**config.mk**
```make
export PLATFORM = sky130hd
export DESIGN_NAME = punc_sync_search
export DESIGN_NICKNAME = d
export VERILOG_FILES = /design/src/rtl/pss_pkg.sv /design/src/rtl/pss_err_window.sv /design/src/rtl/pss_search_fsm.sv /design/src/rtl/pss_ber_meter.sv /design/src/rtl/punc_sync_search.sv
export SDC_FILE = /design/constraint.sdc
export NUM_CORES = 1
export LEC_CHECK = 0
export BUFFER_PORTS_ARGS = -buffer_cell sky130_fd_sc_hd__buf_2
export CORE_MARGIN = 2
export CORE_UTILIZATION = 54
export DETAILED_ROUTE_END_ITERATION = 7
export PLACE_DENSITY = 0.76
export SKIP_LAST_GASP = 1
export SYNTH_ARGS = -nofsm -noshare
export SYNTH_HDL_FRONTEND = slang
export SYNTH_SLANG_ARGS = --single-unit
```
**constraint.sdc**
```tcl
create_clock -name clk -period 2.8 [get_ports clk]
set_input_delay 0.28 -clock clk [delete_from_list [all_inputs] [get_ports clk]]
set_output_delay 0.28 -clock clk [all_outputs]
set_load 0.005 [all_outputs]
```
**src/rtl/pss_pkg.sv**
```systemverilog
package pss_pkg;
    localparam int RATE_W = 3;
    typedef logic [RATE_W-1:0] rate_t;

    localparam rate_t RATE_AUTO = 3'd0;
    localparam rate_t RATE_MIN  = 3'd1;
    localparam rate_t RATE_MAX  = 3'd7;

    // A rate k/(k+1) sends k+1 channel bits per puncture period, so the
    // highest phase index equals the rate code itself.
    function automatic rate_t last_phase(rate_t r);
        return r;
    endfunction
endpackage

```
**src/rtl/pss_err_window.sv**
```systemverilog
module pss_err_window #(
    parameter int THR_W  = 5,
    parameter int THR_SH = 5,
    parameter int WIN_W  = 4,
    parameter int WIN_SH = 9
) (
    input  logic             clk,
    input  logic             rst_n,
    input  logic             restart,
    input  logic             bit_vld,
    input  logic             bit_err,
    input  logic [THR_W-1:0] thr_code,
    input  logic [WIN_W-1:0] win_code,
    output logic             win_end,
    output logic             win_pass
);
    localparam int LEN_W = WIN_W + WIN_SH;
    localparam int LIM_W = THR_W + THR_SH;
    localparam int CMP_W = (LEN_W > LIM_W) ? LEN_W : LIM_W;

    typedef struct packed {
        logic [LEN_W-1:0] cnt;
        logic [LEN_W-1:0] errs;
    } win_st_t;

    win_st_t st_q, st_d;

    logic [WIN_W-1:0] eff_code;
    logic [LEN_W-1:0] win_len;
    logic [LIM_W-1:0] limit;
    logic [LEN_W-1:0] err_sum;
    logic             last_bit;

    always_comb begin
        eff_code = (win_code == '0) ? WIN_W'(1) : win_code;
        win_len  = {eff_code, {WIN_SH{1'b0}}};
        limit    = {thr_code, {THR_SH{1'b0}}};
        err_sum  = st_q.errs + LEN_W'(bit_vld & bit_err);
        last_bit = bit_vld && (st_q.cnt == win_len - LEN_W'(1));
        win_end  = last_bit && !restart;
        win_pass = CMP_W'(err_sum) < CMP_W'(limit);

        st_d = st_q;
        if (restart || last_bit) begin
            st_d.cnt  = '0;
            st_d.errs = '0;
        end else if (bit_vld) begin
            st_d.cnt  = st_q.cnt + LEN_W'(1);
            st_d.errs = err_sum;
        end
    end

    always_ff @(posedge clk or negedge rst_n) begin
        if (!rst_n) begin
            st_q <= '0;
        end else begin
            st_q <= st_d;
        end
    end
endmodule

```
**src/rtl/pss_search_fsm.sv**
```systemverilog
module pss_search_fsm
    import pss_pkg::*;
(
    input  logic  clk,
    input  logic  rst_n,
    input  rate_t rate_sel,
    input  logic  win_end,
    input  logic  win_pass,
    output logic  restart,
    output logic  in_sync,
    output rate_t cur_rate,
    output rate_t cur_phase
);
    typedef struct packed {
        rate_t sel;
        rate_t rate;
        rate_t phase;
        logic  sync;
    } srch_st_t;

    srch_st_t st_q, st_d;

    always_comb begin
        restart = (rate_sel != st_q.sel);
        st_d     = st_q;
        st_d.sel = rate_sel;
        if (restart) begin
            st_d.rate  = (rate_sel == RATE_AUTO) ? RATE_MIN : rate_sel;
            st_d.phase = '0;
            st_d.sync  = 1'b0;
        end else if (win_end) begin
            if (win_pass) begin
                st_d.sync = 1'b1;
            end else begin
                st_d.sync = 1'b0;
                if (st_q.phase == last_phase(st_q.rate)) begin
                    st_d.phase = '0;
                    if (st_q.sel == RATE_AUTO) begin
                        st_d.rate = (st_q.rate == RATE_MAX) ? RATE_MIN
                                                             : st_q.rate + rate_t'(1);
                    end
                end else begin
                    st_d.phase = st_q.phase + rate_t'(1);
                end
            end
        end
    end

    always_ff @(posedge clk or negedge rst_n) begin
        if (!rst_n) begin
            st_q.sel   <= RATE_AUTO;
            st_q.rate  <= RATE_MIN;
            st_q.phase <= '0;
            st_q.sync  <= 1'b0;
        end else begin
            st_q <= st_d;
        end
    end

    assign in_sync   = st_q.sync;
    assign cur_rate  = st_q.rate;
    assign cur_phase = st_q.phase;
endmodule

```
**src/rtl/pss_ber_meter.sv**
```systemverilog
module pss_ber_meter #(
    parameter int SEL_W    = 3,
    parameter int CNT_W    = 16,
    parameter int BASE_EXP = 12,
    parameter int MIN_EXP  = 6
) (
    input  logic             clk,
    input  logic             rst_n,
    input  logic             bit_vld,
    input  logic             bit_err,
    input  logic [SEL_W-1:0] ber_sel,
    input  logic             in_sync,
    input  logic             sync_kill,
    output logic [CNT_W-1:0] ber_count,
    output logic             ber_valid
);
    localparam int PER_W = BASE_EXP + (1 << SEL_W);

    typedef struct packed {
        logic [PER_W-1:0] per;
        logic [CNT_W-1:0] acc;
        logic [CNT_W-1:0] held;
        logic             clean;
        logic             valid;
    } ber_st_t;

    ber_st_t st_q, st_d;

    logic [PER_W-1:0] per_len;
    logic             per_end;
    logic             sat;
    logic [CNT_W-1:0] acc_nxt;
    logic             locked_now;

    always_comb begin
        if (ber_sel == '0) begin
            per_len = PER_W'(1) << MIN_EXP;
        end else begin
            per_len = PER_W'(1) << (BASE_EXP + int'(ber_sel));
        end
        per_end    = bit_vld && (st_q.per == per_len - PER_W'(1));
        sat        = (st_q.acc == {CNT_W{1'b1}});
        acc_nxt    = st_q.acc + CNT_W'(bit_vld && bit_err && !sat);
        locked_now = in_sync && !sync_kill;

        st_d = st_q;
        if (per_end) begin
            st_d.per   = '0;
            st_d.acc   = '0;
            st_d.held  = acc_nxt;
            st_d.valid = st_q.clean && locked_now;
            st_d.clean = locked_now;
        end else begin
            st_d.per   = st_q.per + PER_W'(bit_vld);
            st_d.acc   = acc_nxt;
            st_d.valid = st_q.valid && locked_now;
            st_d.clean = st_q.clean && locked_now;
        end
    end

    always_ff @(posedge clk or negedge rst_n) begin
        if (!rst_n) begin
            st_q <= '0;
        end else begin
            st_q <= st_d;
        end
    end

    assign ber_count = st_q.held;
    assign ber_valid = st_q.valid;
endmodule

```
**src/rtl/punc_sync_search.sv**
```systemverilog
module punc_sync_search
    import pss_pkg::*;
#(
    parameter int THR_W    = 5,
    parameter int THR_SH   = 5,
    parameter int WIN_W    = 4,
    parameter int WIN_SH   = 9,
    parameter int BSEL_W   = 3,
    parameter int BCNT_W   = 16,
    parameter int BBASE    = 12,
    parameter int BMIN_EXP = 6
) (
    input  logic              clk,
    input  logic              rst_n,
    input  logic              bit_vld,
    input  logic              bit_err,
    input  logic [2:0]        rate_sel,
    input  logic [THR_W-1:0]  thr_code,
    input  logic [WIN_W-1:0]  win_code,
    input  logic [BSEL_W-1:0] ber_sel,
    output logic              in_sync,
    output logic [2:0]        cur_rate,
    output logic [2:0]        cur_phase,
    output logic [BCNT_W-1:0] ber_count,
    output logic              ber_valid
);
    logic restart;
    logic win_end;
    logic win_pass;
    logic sync_kill;

    assign sync_kill = restart || (win_end && !win_pass);

    pss_err_window #(
        .THR_W (THR_W),
        .THR_SH(THR_SH),
        .WIN_W (WIN_W),
        .WIN_SH(WIN_SH)
    ) win_i (
        .clk     (clk),
        .rst_n   (rst_n),
        .restart (restart),
        .bit_vld (bit_vld),
        .bit_err (bit_err),
        .thr_code(thr_code),
        .win_code(win_code),
        .win_end (win_end),
        .win_pass(win_pass)
    );

    pss_search_fsm srch_i (
        .clk      (clk),
        .rst_n    (rst_n),
        .rate_sel (rate_sel),
        .win_end  (win_end),
        .win_pass (win_pass),
        .restart  (restart),
        .in_sync  (in_sync),
        .cur_rate (cur_rate),
        .cur_phase(cur_phase)
    );

    pss_ber_meter #(
        .SEL_W   (BSEL_W),
        .CNT_W   (BCNT_W),
        .BASE_EXP(BBASE),
        .MIN_EXP (BMIN_EXP)
    ) ber_i (
        .clk      (clk),
        .rst_n    (rst_n),
        .bit_vld  (bit_vld),
        .bit_err  (bit_err),
        .ber_sel  (ber_sel),
        .in_sync  (in_sync),
        .sync_kill(sync_kill),
        .ber_count(ber_count),
        .ber_valid(ber_valid)
    );
endmodule

```
==> metrics.cfg <==
[status]
status=completed

[setup_path]
rr_worst_depth=12
cpMaxStageDelayCell=dfrtp_1
cp_max_fo=4
cp.required_ns=3.05
crit_path_end_kind=register
path_buf_inv=1
path_class=register to register
crit_path_cell_trace=ha_4 -> nand3_2 -> nor2_4 -> and3_4 -> xor2_2 -> ha_1 -> nand4_1 -> nor3_2 -> nor4_4 -> buf_4 -> a21oi_4 -> mux2_4
rrSetupSlack_ns=0.15
max_stage_delay_ns=0.40
cp.arrival_ns=2.90
cp-start-kind=register
critPathTopFamily=simple AND/OR/NAND/NOR gates
r2r_start=win_i.st_q[0]$_DFFE_PN0P_
timing.rr.end=srch_i.cur_phase[0]$_DFFE_PN0P_

[timing]
tightest_slew_ns=1.12
rsz0062_at_grt=yes
slew_viol_final=0
hold_viol=0
skew_ns=0.0124
holdWs_ns=0.0654
fmax_mhz=378
period_minus_slack_ns=2.65
setup_viol=0
period_share_pct=94.5
slew_headroom_pct=25.6

[logic_synthesis]
synth-adder-area-share_pct=3.80
yosysUniqueCellTypes=55
synth_area_leader_cell=dfrtp_1
synth-seq-cells=90
synth_compound_area_share_pct=6.86
async_reset_ff_share_pct=100
synth_mux_area_share_pct=2.99
synth_area_leaders=dfrtp_1 (45%), xor2_1 (6.7%), nor2_1 (6.2%)
synth_xor_area_share_pct=12.4
ys_warn_count=0
synth_enable_flop_cells=0
synth_cells=507
synth_nets=541
yosys_most_used_dff=dfrtp_1
syn_avg_cell_area_um2=9.75
synthTopCellsByCount=dfrtp_1 (89), nor2_1 (81), nand2_1 (45)
syn-cell-area_um2=4940
synth_top_area_share_pct=45.1
synth_top_family_by_area=simple AND/OR/NAND/NOR gates
synth_most_common_cell=dfrtp_1
synthSimpleGateAreaFrac_pct=22.1
ys_seq_area_share_pct=45.6

[die]
initial_core_util_pct=56.1
io_pins=43
rows=34
core-area_um2=8810
dieArea_um2=9940
die_w_um=99.7
die_h_um=99.7

[detailed_routing]
drc=0
drt-met1-wl_um=4290
routed_wl_um=9590
vias_per_cell=5.49
routed.top_layer=met4
drt_first_iter_violations=155
dr.pass1.iters=4
via_count=3638
ant_nets=0
wl_met3_um=320
met2_length_um=4840
detail_route.wl_per_cell_um=14.5

[grt]
gr-total-overflow=0
grt_pass1_vias=3607
grt_pass1_wl_um=16400
antenna_found_initial=0
grt.total_usage_pct=20.4
grt_max_degree=91

[layout]
antenna_cells=0
regArea_um2=2250
multi_input_area_um2=2450
finalInstanceArea_um2=5520
final_nets=584
post-route-util_pct=62.7
nFillCells=716
drive_gt1_share_pct=21.4
final_cell_count_no_fill=663
syn_to_final_growth_pct=11.6

[worst_hold_path]
hp-class=primary input to async pin

[clock_network]
clk_pin_slew_ns=0.10
htreeDepth=3
cts_sinks=90
cts_buffer_depth=2
cts_tree=yes
clock_latency_ns=0.36
root_buffer=clkbuf_8
cts_buffers=9

[placement]
dpl.cell_count=639
portBuffers=42
placed_area_um2=5230
dp_hpwl_um=6730
gp_congestion=0.866

[power]
vdd_drop_max_mv=0.247
p_per_area_nw_per_um2=506
finalPower_mw=2.80
p_leak_nw=2.55

[job]
drv_cap=0

==> registers in the layout, summed over array words and instances (netlist names) <==
register          flops
win_i.st_q           26
ber_i.ber_valid       1
srch_i.in_sync        1
srch_i.cur_rate       3
srch_i.cur_phase      3
ber_i.ber_count      16
srch_i.st_q           3
ber_i.st_q           37
==> kinds of logic (layout without fill, tap and decap cells) <==
logic type,Yosys count,after routing
and+or+nand+nor,220,220
AOI/OAI and AO/OA,44,44
xor gates and xnor gates,70,70
DFF,90,90
buffers and inverters,56,104
muxes,12,12
adders and majority gates,15,15
==> timing repair <==
item / in CTS / in global routing
resized for setup: 1 / 7
buffers inserted: 1 / 7
hold buffers: 0 / 0
pin swaps: 1 / 9
hold endpoints to repair: 0 / 0
endpoints found under the setup margin: 1 / 9
==> worst max-delay path by stage <==
stage	to	start	slack, ns	cells after the start
floorplan	srch_i.cur_rate[1]$_DFFE_PN0P_	bit_vld	0.006	13
global placement	srch_i.cur_rate[2]$_DFFE_PN0P_	bit_vld	0.0008	13
detailed placement	srch_i.cur_rate[1]$_DFFE_PN0P_	bit_vld	-0.14	13
CTS	srch_i.cur_phase[0]$_DFFE_PN0P_	win_i.st_q[0]$_DFFE_PN0P_	0.01	13
global route	srch_i.cur_phase[0]$_DFFE_PN0P_	win_i.st_q[0]$_DFFE_PN0P_	-0.002	13
finish	srch_i.cur_phase[0]$_DFFE_PN0P_	win_i.st_q[0]$_DFFE_PN0P_	0.15	12
==> power breakdown <==
group          leakage, nW  internal (mW)  switching (mW)
Sequential            1.21           1.41           0.111
Combinational         1.24          0.189           0.213
Clock               0.0986          0.348           0.529
==> cells in the final DEF (no fill, tap or decap), drive strengths merged, types with 2 or more instances in the layout <==
cell	n
a2111oi	2
a21o	2
a21oi	5
a31oi	2
and2	10
and3	10
and4	3
buf	69
clkbuf	9
clkinv	2
dfrtp	89
ha	15
inv	24
mux2	7
mux2i	5
nand2	47
nand3	25
nand4	21
nor2	81
nor3	7
nor3b	4
nor4	6
o2111a	2
o2111ai	2
o21ai	18
or3	4
xnor2	32
xor2	38
==> cell type report <==
| class | instances | area share, % |
|---|---|---|
| inverters | 19 | 1.29 |
| clock inverters | 7 | 1.20 |
| multi-input cells | 361 | 44.5 |
| repair buffers | 69 | 7.53 |
| clock buffers | 9 | 2.24 |
| flip-flops and latches | 90 | 40.8 |
| well taps | 108 | 2.45 |
==> worst reg2reg max path, delay by kind of cell, from the launching register on <==
| family | cells | cell delay [ns] |
|---|---|---|
| AND/OR/NAND/NOR | 6 | 0.95 |
| adder cells (fa/ha/maj) | 2 | 0.49 |
| flip-flops | 1 | 0.40 |
| multiplexers | 1 | 0.32 |
| AO/OA/AOI/OAI | 1 | 0.17 |
| buffers and inverters | 1 | 0.15 |
| XOR/XNOR | 1 | 0.07 |
==> metal layers <==
metal / up-vias / global-route usage, %
met5: - / 0
met4: 0 / 6.74
met3: 11 / 3.94
met2: 77 / 34.5
met1: 1761 / 26.4
li1: 1789 / -
==> metrics by stage <==
step                setup slack (ns)  setup TNS (ns)
CTS                           0.0143               0
global route                -0.00178        -0.00178
finish                         0.154               0
floorplan                    0.00630               0
global placement            0.000788               0
detailed placement            -0.141          -0.503
Note: power is estimated with default switching activity, not from simulation.
